## src/rtl/slpc_pkg.sv

```systemverilog
package slpc_pkg;

    typedef enum logic [2:0] {
        ST_RUN,
        ST_LIGHT,
        ST_DEEP,
        ST_SETTLE,
        ST_RESTART
    } slpc_state_e;

    localparam logic [7:0] OPC_NOP   = 8'hFF;
    localparam logic [7:0] OPC_LIGHT = 8'h7F;
    localparam logic [7:0] OPC_DEEP  = 8'h6F;

    typedef struct packed {
        logic cpu;
        logic per;
        logic osc;
        logic req;
    } slpc_en_s;

endpackage

```

## src/rtl/slpc_opdec.sv

```systemverilog
module slpc_opdec
    import slpc_pkg::*;
(
    input  logic       clk,
    input  logic       rst_n,
    input  logic       op_valid,
    input  logic [7:0] op_code,
    output logic       light_req,
    output logic       deep_req
);

    // Remembers whether the most recent valid opcode flushed the pipeline.
    logic prev_nop_q;

    always_ff @(posedge clk or negedge rst_n) begin
        if (!rst_n) begin
            prev_nop_q <= 1'b0;
        end else if (op_valid) begin
            prev_nop_q <= (op_code == OPC_NOP);
        end
    end

    always_comb begin
        light_req = op_valid && prev_nop_q && (op_code == OPC_LIGHT);
        deep_req  = op_valid && prev_nop_q && (op_code == OPC_DEEP);
    end

endmodule

```

## src/rtl/slpc_settle_tmr.sv

```systemverilog
module slpc_settle_tmr #(
    parameter int unsigned STAB_CYC = 16
) (
    input  logic clk,
    input  logic rst_n,
    input  logic run,
    output logic done
);

    localparam int unsigned CNT_W = (STAB_CYC < 2) ? 1 : $clog2(STAB_CYC);
    localparam logic [CNT_W-1:0] LAST = CNT_W'(STAB_CYC - 1);

    logic [CNT_W-1:0] cnt_q;

    always_ff @(posedge clk or negedge rst_n) begin
        if (!rst_n) begin
            cnt_q <= '0;
        end else if (!run) begin
            cnt_q <= '0;
        end else if (cnt_q != LAST) begin
            cnt_q <= cnt_q + 1'b1;
        end
    end

    assign done = run && (cnt_q == LAST);

    // the count never runs past the settling window
    assert_cnt_bound_R5: assert property (@(posedge clk) disable iff (!rst_n)
        (cnt_q <= LAST));

endmodule

```

## src/rtl/slpc_fsm.sv

```systemverilog
module slpc_fsm
    import slpc_pkg::*;
(
    input  logic     clk,
    input  logic     rst_n,
    input  logic     light_req,
    input  logic     deep_req,
    input  logic     irq_take,
    input  logic     wake_n,
    input  logic     settle_done,
    output logic     settling,
    output slpc_en_s en,
    output logic     cfg_reset
);

    slpc_state_e st_q, st_d;
    logic        src_rst_q, src_rst_d;

    always_ff @(posedge clk or negedge rst_n) begin
        if (!rst_n) begin
            st_q      <= ST_SETTLE;
            src_rst_q <= 1'b1;
        end else begin
            st_q      <= st_d;
            src_rst_q <= src_rst_d;
        end
    end

    always_comb begin
        st_d      = st_q;
        src_rst_d = src_rst_q;
        unique case (st_q)
            ST_RUN: begin
                if (deep_req) begin
                    if (!wake_n) begin
                        st_d      = ST_SETTLE;
                        src_rst_d = 1'b0;
                    end else begin
                        st_d = ST_DEEP;
                    end
                end else if (light_req) begin
                    st_d = ST_LIGHT;
                end
            end
            ST_LIGHT: begin
                if (irq_take) st_d = ST_RUN;
            end
            ST_DEEP: begin
                if (!wake_n) begin
                    st_d      = ST_SETTLE;
                    src_rst_d = 1'b0;
                end
            end
            ST_SETTLE: begin
                if (settle_done) st_d = ST_RESTART;
            end
            ST_RESTART: begin
                st_d = ST_RUN;
            end
            default: st_d = ST_RUN;
        endcase
    end

    always_comb begin
        en        = '0;
        cfg_reset = 1'b0;
        settling  = 1'b0;
        unique case (st_q)
            ST_RUN: begin
                en.cpu = 1'b1;
                en.per = 1'b1;
                en.osc = 1'b1;
            end
            ST_LIGHT: begin
                en.per = 1'b1;
                en.osc = 1'b1;
            end
            ST_DEEP: begin
                en = '0;
            end
            ST_SETTLE: begin
                en.osc   = 1'b1;
                settling = 1'b1;
            end
            ST_RESTART: begin
                en        = '1;
                cfg_reset = src_rst_q;
            end
            default: en = '0;
        endcase
    end

    // a sleep request while already asleep leaves the state unchanged
    assert_sleep_ignored_R10: assert property (@(posedge clk) disable iff (!rst_n)
        ((st_q == ST_LIGHT || st_q == ST_DEEP) && !irq_take && wake_n)
        |=> $stable(st_q));

endmodule

```

## src/rtl/sleep_clk_ctrl.sv

```systemverilog
module sleep_clk_ctrl
    import slpc_pkg::*;
#(
    parameter int unsigned STAB_CYC = 16,
    parameter int unsigned ADDR_W   = 16,
    parameter int unsigned RST_VEC  = 'h000C
) (
    input  logic              clk,
    input  logic              rst_n,
    input  logic [7:0]        op_code,
    input  logic              op_valid,
    input  logic              irq_take,
    input  logic              wake_pin,
    output logic              cpu_clk_en,
    output logic              per_clk_en,
    output logic              osc_en,
    output logic              restart_req,
    output logic [ADDR_W-1:0] restart_vec,
    output logic              port_cfg_reset
);

    localparam logic [ADDR_W-1:0] VEC = ADDR_W'(RST_VEC);

    logic     light_req, deep_req;
    logic     settling, settle_done;
    slpc_en_s en;
    logic     cfg_reset;

    slpc_opdec u_dec (
        .clk       (clk),
        .rst_n     (rst_n),
        .op_valid  (op_valid),
        .op_code   (op_code),
        .light_req (light_req),
        .deep_req  (deep_req)
    );

    slpc_settle_tmr #(.STAB_CYC(STAB_CYC)) u_tmr (
        .clk   (clk),
        .rst_n (rst_n),
        .run   (settling),
        .done  (settle_done)
    );

    slpc_fsm u_fsm (
        .clk         (clk),
        .rst_n       (rst_n),
        .light_req   (light_req),
        .deep_req    (deep_req),
        .irq_take    (irq_take),
        .wake_n      (wake_pin),
        .settle_done (settle_done),
        .settling    (settling),
        .en          (en),
        .cfg_reset   (cfg_reset)
    );

    assign cpu_clk_en     = en.cpu;
    assign per_clk_en     = en.per;
    assign osc_en         = en.osc;
    assign restart_req    = en.req;
    assign restart_vec    = en.req ? VEC : '0;
    assign port_cfg_reset = cfg_reset;

    // light sleep persists until a serviced interrupt
    assert_light_hold_R3: assert property (@(posedge clk) disable iff (!rst_n)
        (!cpu_clk_en && per_clk_en && !irq_take) |=> (!cpu_clk_en && per_clk_en));

    // oscillator stays off while the wake pin is high
    assert_deep_hold_R5: assert property (@(posedge clk) disable iff (!rst_n)
        (!osc_en && wake_pin) |=> !osc_en);

    // restart only follows a cycle of running oscillator with CPU gated
    assert_settle_first_R5: assert property (@(posedge clk) disable iff (!rst_n)
        $rose(restart_req) |-> ($past(osc_en) && !$past(cpu_clk_en)));

    // restart request is a single-cycle pulse
    assert_req_pulse_R6: assert property (@(posedge clk) disable iff (!rst_n)
        restart_req |=> !restart_req);

    // the port default flag never appears without a restart
    assert_cfg_with_req_R7: assert property (@(posedge clk) disable iff (!rst_n)
        port_cfg_reset |-> restart_req);

endmodule

```

## config.mk

```make
export PLATFORM = sky130hd
export DESIGN_NAME = sleep_clk_ctrl
export DESIGN_NICKNAME = d
export VERILOG_FILES = /design/src/rtl/slpc_pkg.sv /design/src/rtl/slpc_opdec.sv /design/src/rtl/slpc_settle_tmr.sv /design/src/rtl/slpc_fsm.sv /design/src/rtl/sleep_clk_ctrl.sv
export SDC_FILE = /design/constraint.sdc
export NUM_CORES = 1
export LEC_CHECK = 0
export BUFFER_PORTS_ARGS = -buffer_cell sky130_fd_sc_hd__clkbuf_2
export CORE_UTILIZATION = 43
export DETAILED_ROUTE_END_ITERATION = 10
export GPL_TIMING_DRIVEN = 0
export PLACE_DENSITY = 0.82
export SYNTH_ARGS = -nofsm -noshare
export SYNTH_HDL_FRONTEND = slang
export SYNTH_SLANG_ARGS = --single-unit
```

## constraint.sdc

```tcl
create_clock -name clk -period 1.7 [get_ports clk]
set_input_delay 0.085 -clock clk [delete_from_list [all_inputs] [get_ports clk]]
set_output_delay 0.085 -clock clk [all_outputs]
set_load 0.01 [all_outputs]
```

======== Word-level counts from Yosys, hierarchy flattened ========
Index checks and enable logic that the tools add are counted.
W data, S select, Z words.
word-level totals
  bits in registers ....................... 9
  input port bits ......................... 13
operators by class
  $add $sub $neg .......................... 1
  eq/ne operators ......................... 15
  multiplexer cells ....................... 19
  reduce and logical (&&, ||, !) cells .... 11
operator list
  operator               number
  $eq A8 B7 Y1 const B   2
  $mux W3                5
  $mux W4                3
  $pmux W3 S4            1
  $ne A2 B2 Y1 const B   5
  $mux W1                9
  $eq A8 B8 Y1 const B   1
  $eq A3 B2 Y1 const B   2
  $add A4 B1 Y4 const B  1
  $eq A4 B4 Y1 const B   1
  $logic_and A1 B1 Y1    4
  $ne A4 B4 Y1 const B   1
  $reduce_and A4 Y1      1
  $reduce_or A4 Y1       1
  $eq A3 B1 Y1 const B   1
  $eq A3 B3 Y1 const B   1
  $logic_not A3 Y1       1
  $ne A3 B3 Y1 const B   1
  $reduce_or A3 Y1       1
  $pmux W1 S2            1
  $reduce_and A2 Y1      1
  $reduce_bool A2 Y1     1
  $reduce_or A2 Y1       1

======== Depth between registers and ports, before layout ========
  depth in word-level cells ............... 5
  mapped depth ............................ 5
  depth with buffers taken out ............ 5

======== By module ========
From an unflattened synthesis, not the netlist that was laid out.
second synthesis, totals
  cell total of the unflattened synthesis .. 76
  area, all modules ....................... 679.4 um^2
modules (own cells, without submodules)
  module           instances  cells each  area an instance (um^2)
  slpc_fsm         1          29          267.8
  slpc_settle_tmr  1          20          212.7
  sleep_clk_ctrl   1          17          123.9
  slpc_opdec       1          10          75.1

======== Worst setup path after synthesis ========
Ideal clock, no wire load.
  path kind ............................... flip-flop to output port
  from .................................... register u_fsm.st_q[1]
  to ...................................... output port restart_vec[2]
  arrival time ............................ 1.139 ns
  required time ........................... 1.615 ns
  path slack .............................. 0.476 ns
  stages on the path, launching flop included .. 5
  path through ............................ dfstp_2 clkbuf_2 nor2_1 and2_1 buf_4
between the ends
  longest elaborated chain between the ends .. 3
ends and longest elaborated chain
  what                      line                  text
  start: declaration        slpc_fsm.sv:16        slpc_state_e st_q, st_d;
  start signal: assignment  slpc_fsm.sv:24        st_q <= st_d;
  $eq A3 B3 Y1              slpc_fsm.sv:68        unique case (st_q)
  $mux W1                   slpc_fsm.sv:68
  net restart_req           sleep_clk_ctrl.sv:17  output logic restart_req,
  $mux W4                   sleep_clk_ctrl.sv:62  assign restart_vec = en.req ? VEC : '0;
  end: declaration          sleep_clk_ctrl.sv:18  output logic [ADDR_W-1:0] restart_vec,
The timed path passes the listed nets, and every way through them passes these cells.

======== Worst setup path after layout ========
  from .................................... register u_fsm.st_q[1]
  to ...................................... output port restart_vec[2]
between the ends
  longest elaborated chain between the ends .. 3
ends and longest elaborated chain
  what          line
  $eq A3 B3 Y1  slpc_fsm.sv:68
  $mux W1       slpc_fsm.sv:68
  $mux W4       sleep_clk_ctrl.sv:62
No other way between the ends.

==> flow_results.org <==
** Logic synthesis
- Most instantiated cells after synthesis :: sky130_fd_sc_hd__buf_4, sky130_fd_sc_hd__nor2_1, sky130_fd_sc_hd__dfrtp_1
- The synthesized design spends more area on one cell type than any other, namely sky130_fd_sc_hd__dfrtp_1.
- Most numerous cell in the Yosys netlist :: sky130_fd_sc_hd__buf_4
- In this run, synthesis inferred 0 flip-flops with an integrated enable.
- Number of flip-flops and latches in the synthesized netlist :: 9
- In this run the cell area of the synthesized design comes to 658 sq um.
- Synthesis instantiated 28 different standard cells from the library.
- A synthesized cell averages 9.27 sq um.
- Gate count after technology mapping :: 71
- Sequential cells were found to cover 34.8% of the synthesized design area.
- Most used DFF post-synth :: sky130_fd_sc_hd__dfrtp_1
- After synthesis, the share of flip-flops with an asynchronous set or reset is 100%.
- Share of the synthesized area in the top cell type :: 22.8%
- By area the synthesized netlist is led by sky130_fd_sc_hd__dfrtp_1, sky130_fd_sc_hd__buf_4, sky130_fd_sc_hd__dfstp_2, sky130_fd_sc_hd__nor2_1, sky130_fd_sc_hd__nor4_4.
- Synth warn :: 0

** Global routing
- Vias in the first global route :: 421
- Global routing used 15.7% of the available tracks.
- Summed over all layers, the global routing overflow is 0.
- The number of antenna violations at the first check in global routing came to 0.
- Entering global routing, the biggest net connects 10 pins.
- First-pass GRT wire length :: 1660 microns

** Worst setup path
- Critical Path Source :: u_fsm.st_q[1]$_DFFE_PN1P_
- Data arrival time of the critical path :: 1.47 ns
- Among the stages of the critical path, the cell type that occurs most often is sky130_fd_sc_hd__clkbuf_2.
- For the worst flop-to-flop path, the logic depth is 5.
- Type of the setup path with the least slack :: flop to output port
- Dominant delay contributor by cell family on the critical path :: flip-flops
- In this run the worst path has a maximum fanout of 8.
- Highest cell delay on the worst timing path :: 0.51 ns
- The signal on the critical path passes through clkbuf_2 > nor2_1 > and2_1 > buf_4 > clkbuf_2.
- WP depth :: 5
- STA classifies the critical path startpoint as a flop.
- Slack of the worst reg-to-reg path :: 0.36 ns
- Data required time at the worst endpoint :: 1.62 ns
- R2r startpoint :: u_tmr.cnt_q[0]$_DFFE_PN0P_
- Counting both buffers and inverters, the worst setup path holds a total of 3.
- Slowest cell on the critical path :: sky130_fd_sc_hd__dfstp_2
- Reg-to-reg critical path endpoint :: u_fsm.st_q[0]$_DFFE_PN1P_
- CP Capture Type :: output port

** STA
- Hold Fails Final Rpt :: 0
- Share of the clock period used by the worst path after layout :: 91.6%
- Final worst-path setup slack :: 0.143 ns
- Timing would allow up to 642 MHz.
- Setup repair after global routing left no endpoint under its margin.
- Slew Viols, Final :: 0
- Setup violations remaining at the end of the flow were counted as 0.
- Fin Setup TNS :: 0 ns
- Fin Clk Skew :: 0.00264 ns
- Post-route minimum period :: 1.56 ns

** CTS
- Depth of the CTS H-tree :: 1
- Clock Root Buffer :: sky130_fd_sc_hd__clkbuf_4
- CTS saw 9 sinks.
- Clock-pin slew was measured on the worst setup and hold paths at 0.06 ns.
- TritonCTS built the clock tree.
- Clock latency on the worst-skew pair :: 0.25 ns
- CTS Buffer Depth :: 2
- Total clock buffers created by CTS :: 3

** Hold path
- The startpoint identified for the worst hold timing path is op_valid.
- Depth of the worst hold-timing path :: 2
- In this run the worst hold path is classified as primary input to flop.
- Capture endpoint of the worst hold path :: u_dec.prev_nop_q$_DFFE_PN0P_

** Final layout
- Syn-to-layout area delta :: 30.2%
- Final standard cell utilization of the core :: 62.7%
- At the end of the flow, the number of nets in the layout was 123.
- Fill cell total of the finished layout :: 134
- Ratio of cells with drive above 1 in the final layout :: 47.2%
- Antenna Cells :: 0

** Route
- Initial DRC Count :: 8
- After detailed routing, the number of vias per cell comes to 4.58.
- Summed over all layers, the routed wires come to 1160 microns.
- The first detailed-routing pass ran for 4 iterations.
- Detail-routed net length per standard cell :: 9.46 microns
- Via count :: 563
- DRC :: 0
- Antenna-violating nets left :: 0

** Pwr
- Sw power :: 0.000101 W
- Net switching is 23.0% of the power.
- In this run the static leakage power is 0.442 nW.
- Internal :: 0.000338 W
- Clock power frac :: 36.5%
- IR analysis of the VDD net gives a maximum drop of 0.473 mV.
- Cell area power density :: 513 nW/um^2
- Combinational logic burns 14.6% of the power.
- Registers are responsible for 48.8% of the overall power.

** Run
- Max-cap violation count :: 0

** Floorplan
- For this configuration, the core starts out at a cell density of 48.2%.
- In this run the count of I/O pins placed on the die edge is 34.
- Die span in y :: 41.1 microns
- Die span in x :: 41.1 microns
- After floorplanning, the core was sized to cover 1370 sq um.
- Number of core rows :: 13
- The die covers 1690 sq um.

** Placed design
- Input and output buffers added on the ports amount to 19.
- Weighted congestion at the end of routability-driven global placement :: 0.625
- Timing analysis after detailed placement gives a worst setup slack of 0.381 ns.
- Hpwl dp :: 926 microns

** Status
- The flow ran to the end, and the final reports show no timing, DRC or antenna violations.
[flip-flops by register name, indices dropped and copies added (netlist names)]
signal,count
u_fsm.st_q,3
u_dec.prev_nop_q,1
u_tmr.cnt_q,4
u_fsm.src_rst_q,1
[layout by cell type (no fill, tap or decap), drive strengths merged]
cell type,n
o31a,1
nand2,2
and3,1
and2,1
nand4,3
xnor2,1
ha,1
nand2b,1
a41o,1
inv,3
dfstp,3
clkbuf,24
or2,1
a31oi,1
buf,17
nand3,3
mux2i,2
nor4,1
o21ai,2
conb,14
a21oi,4
dlygate4sd3,1
nor3,2
nor2,9
dfrtp,6
o21a,1
nor3b,2
[repair_timing]
item / CTS / global route
endpoints found under the hold margin: 9 / 0
setup buffers: 0 / 0
hold buffers: 1 / 0
resized for setup: 0 / 0
[worst max-delay path by stage]
| stage | slack [ns] | to |
|---|---|---|
| 3_5_place_dp | 0.38 | u_fsm.st_q[0]$_DFFE_PN1P_ |
| 5_1_grt | 0.04 | restart_vec[3] |
| 6_report | 0.14 | restart_vec[2] |
| 3_3_place_gp | 0.43 | u_fsm.st_q[0]$_DFFE_PN1P_ |
| 4_1_cts | 0.12 | restart_vec[2] |
| 2_1_floorplan | 0.48 | restart_vec[2] |
[cell families (layout without fill, tap and decap cells)]
group | Yosys count | in the layout | share of synthesized area (%)
muxes | 2 | 2 | 3.04
DFF | 9 | 9 | 34.8
xor gates and xnor gates | 1 | 1 | 1.33
AOI/OAI and AO/OA | 10 | 10 | 9.89
adders and majority gates | 1 | 1 | 1.90
and+or+nand+nor | 26 | 26 | 26.0
buffers and inverters | 21 | 45 | 22.4
other | 1 | 14 | 0.570
[stage by stage]
stage	hold slack, ns	std cells	cell area (sq um)	power [W]
6_report	0.0900	123	857	0.000440
5_1_grt	0.0945	123	857	0.000464
3_3_place_gp	-0.0508	118	821	0.000279
4_1_cts	0.0781	123	857	0.000447
2_1_floorplan	-0.211	84	707	0.000259
3_5_place_dp	-0.0499	118	821	0.000280
[power by group through the flow]
stage	sequential [W]	clock (W)	combinational (W)
after CTS	0.000215	0.000169	0.0000634
final	0.000215	0.000161	0.0000644
after global routing	0.000215	0.000176	0.0000728
after global placement	0.000218	0	0.0000608
after detailed placement	0.000218	0	0.0000614
after floorplan	0.000218	0	0.0000407
[layout make-up]
cell class	instances	area (sq um)	area share [%]
multi-input combinational	54	330	38.5
inverter	3	11.3	1.31
clock buffer	4	26.3	3.07
tap	15	18.8	2.19
timing repair buffer	20	105	12.3
sequential	9	229	26.7
buffer	18	136	15.9
[routing by layer]
| layer | up-vias | wire length, microns | part of all wire (%) | global-route usage [%] |
|---|---|---|---|---|
| met3 | 0 | 100 | 8.6 | 8.15 |
| met2 | 31 | 593 | 51 | 28.1 |
| met1 | 245 | 470 | 40 | 16.4 |
| met5 | - | 0 | 0 | 0 |
| met4 | 0 | 0 | 0 | 2.42 |
| li1 | 287 | - | - | - |
No activity file was read; power rests on OpenSTA's default activity.
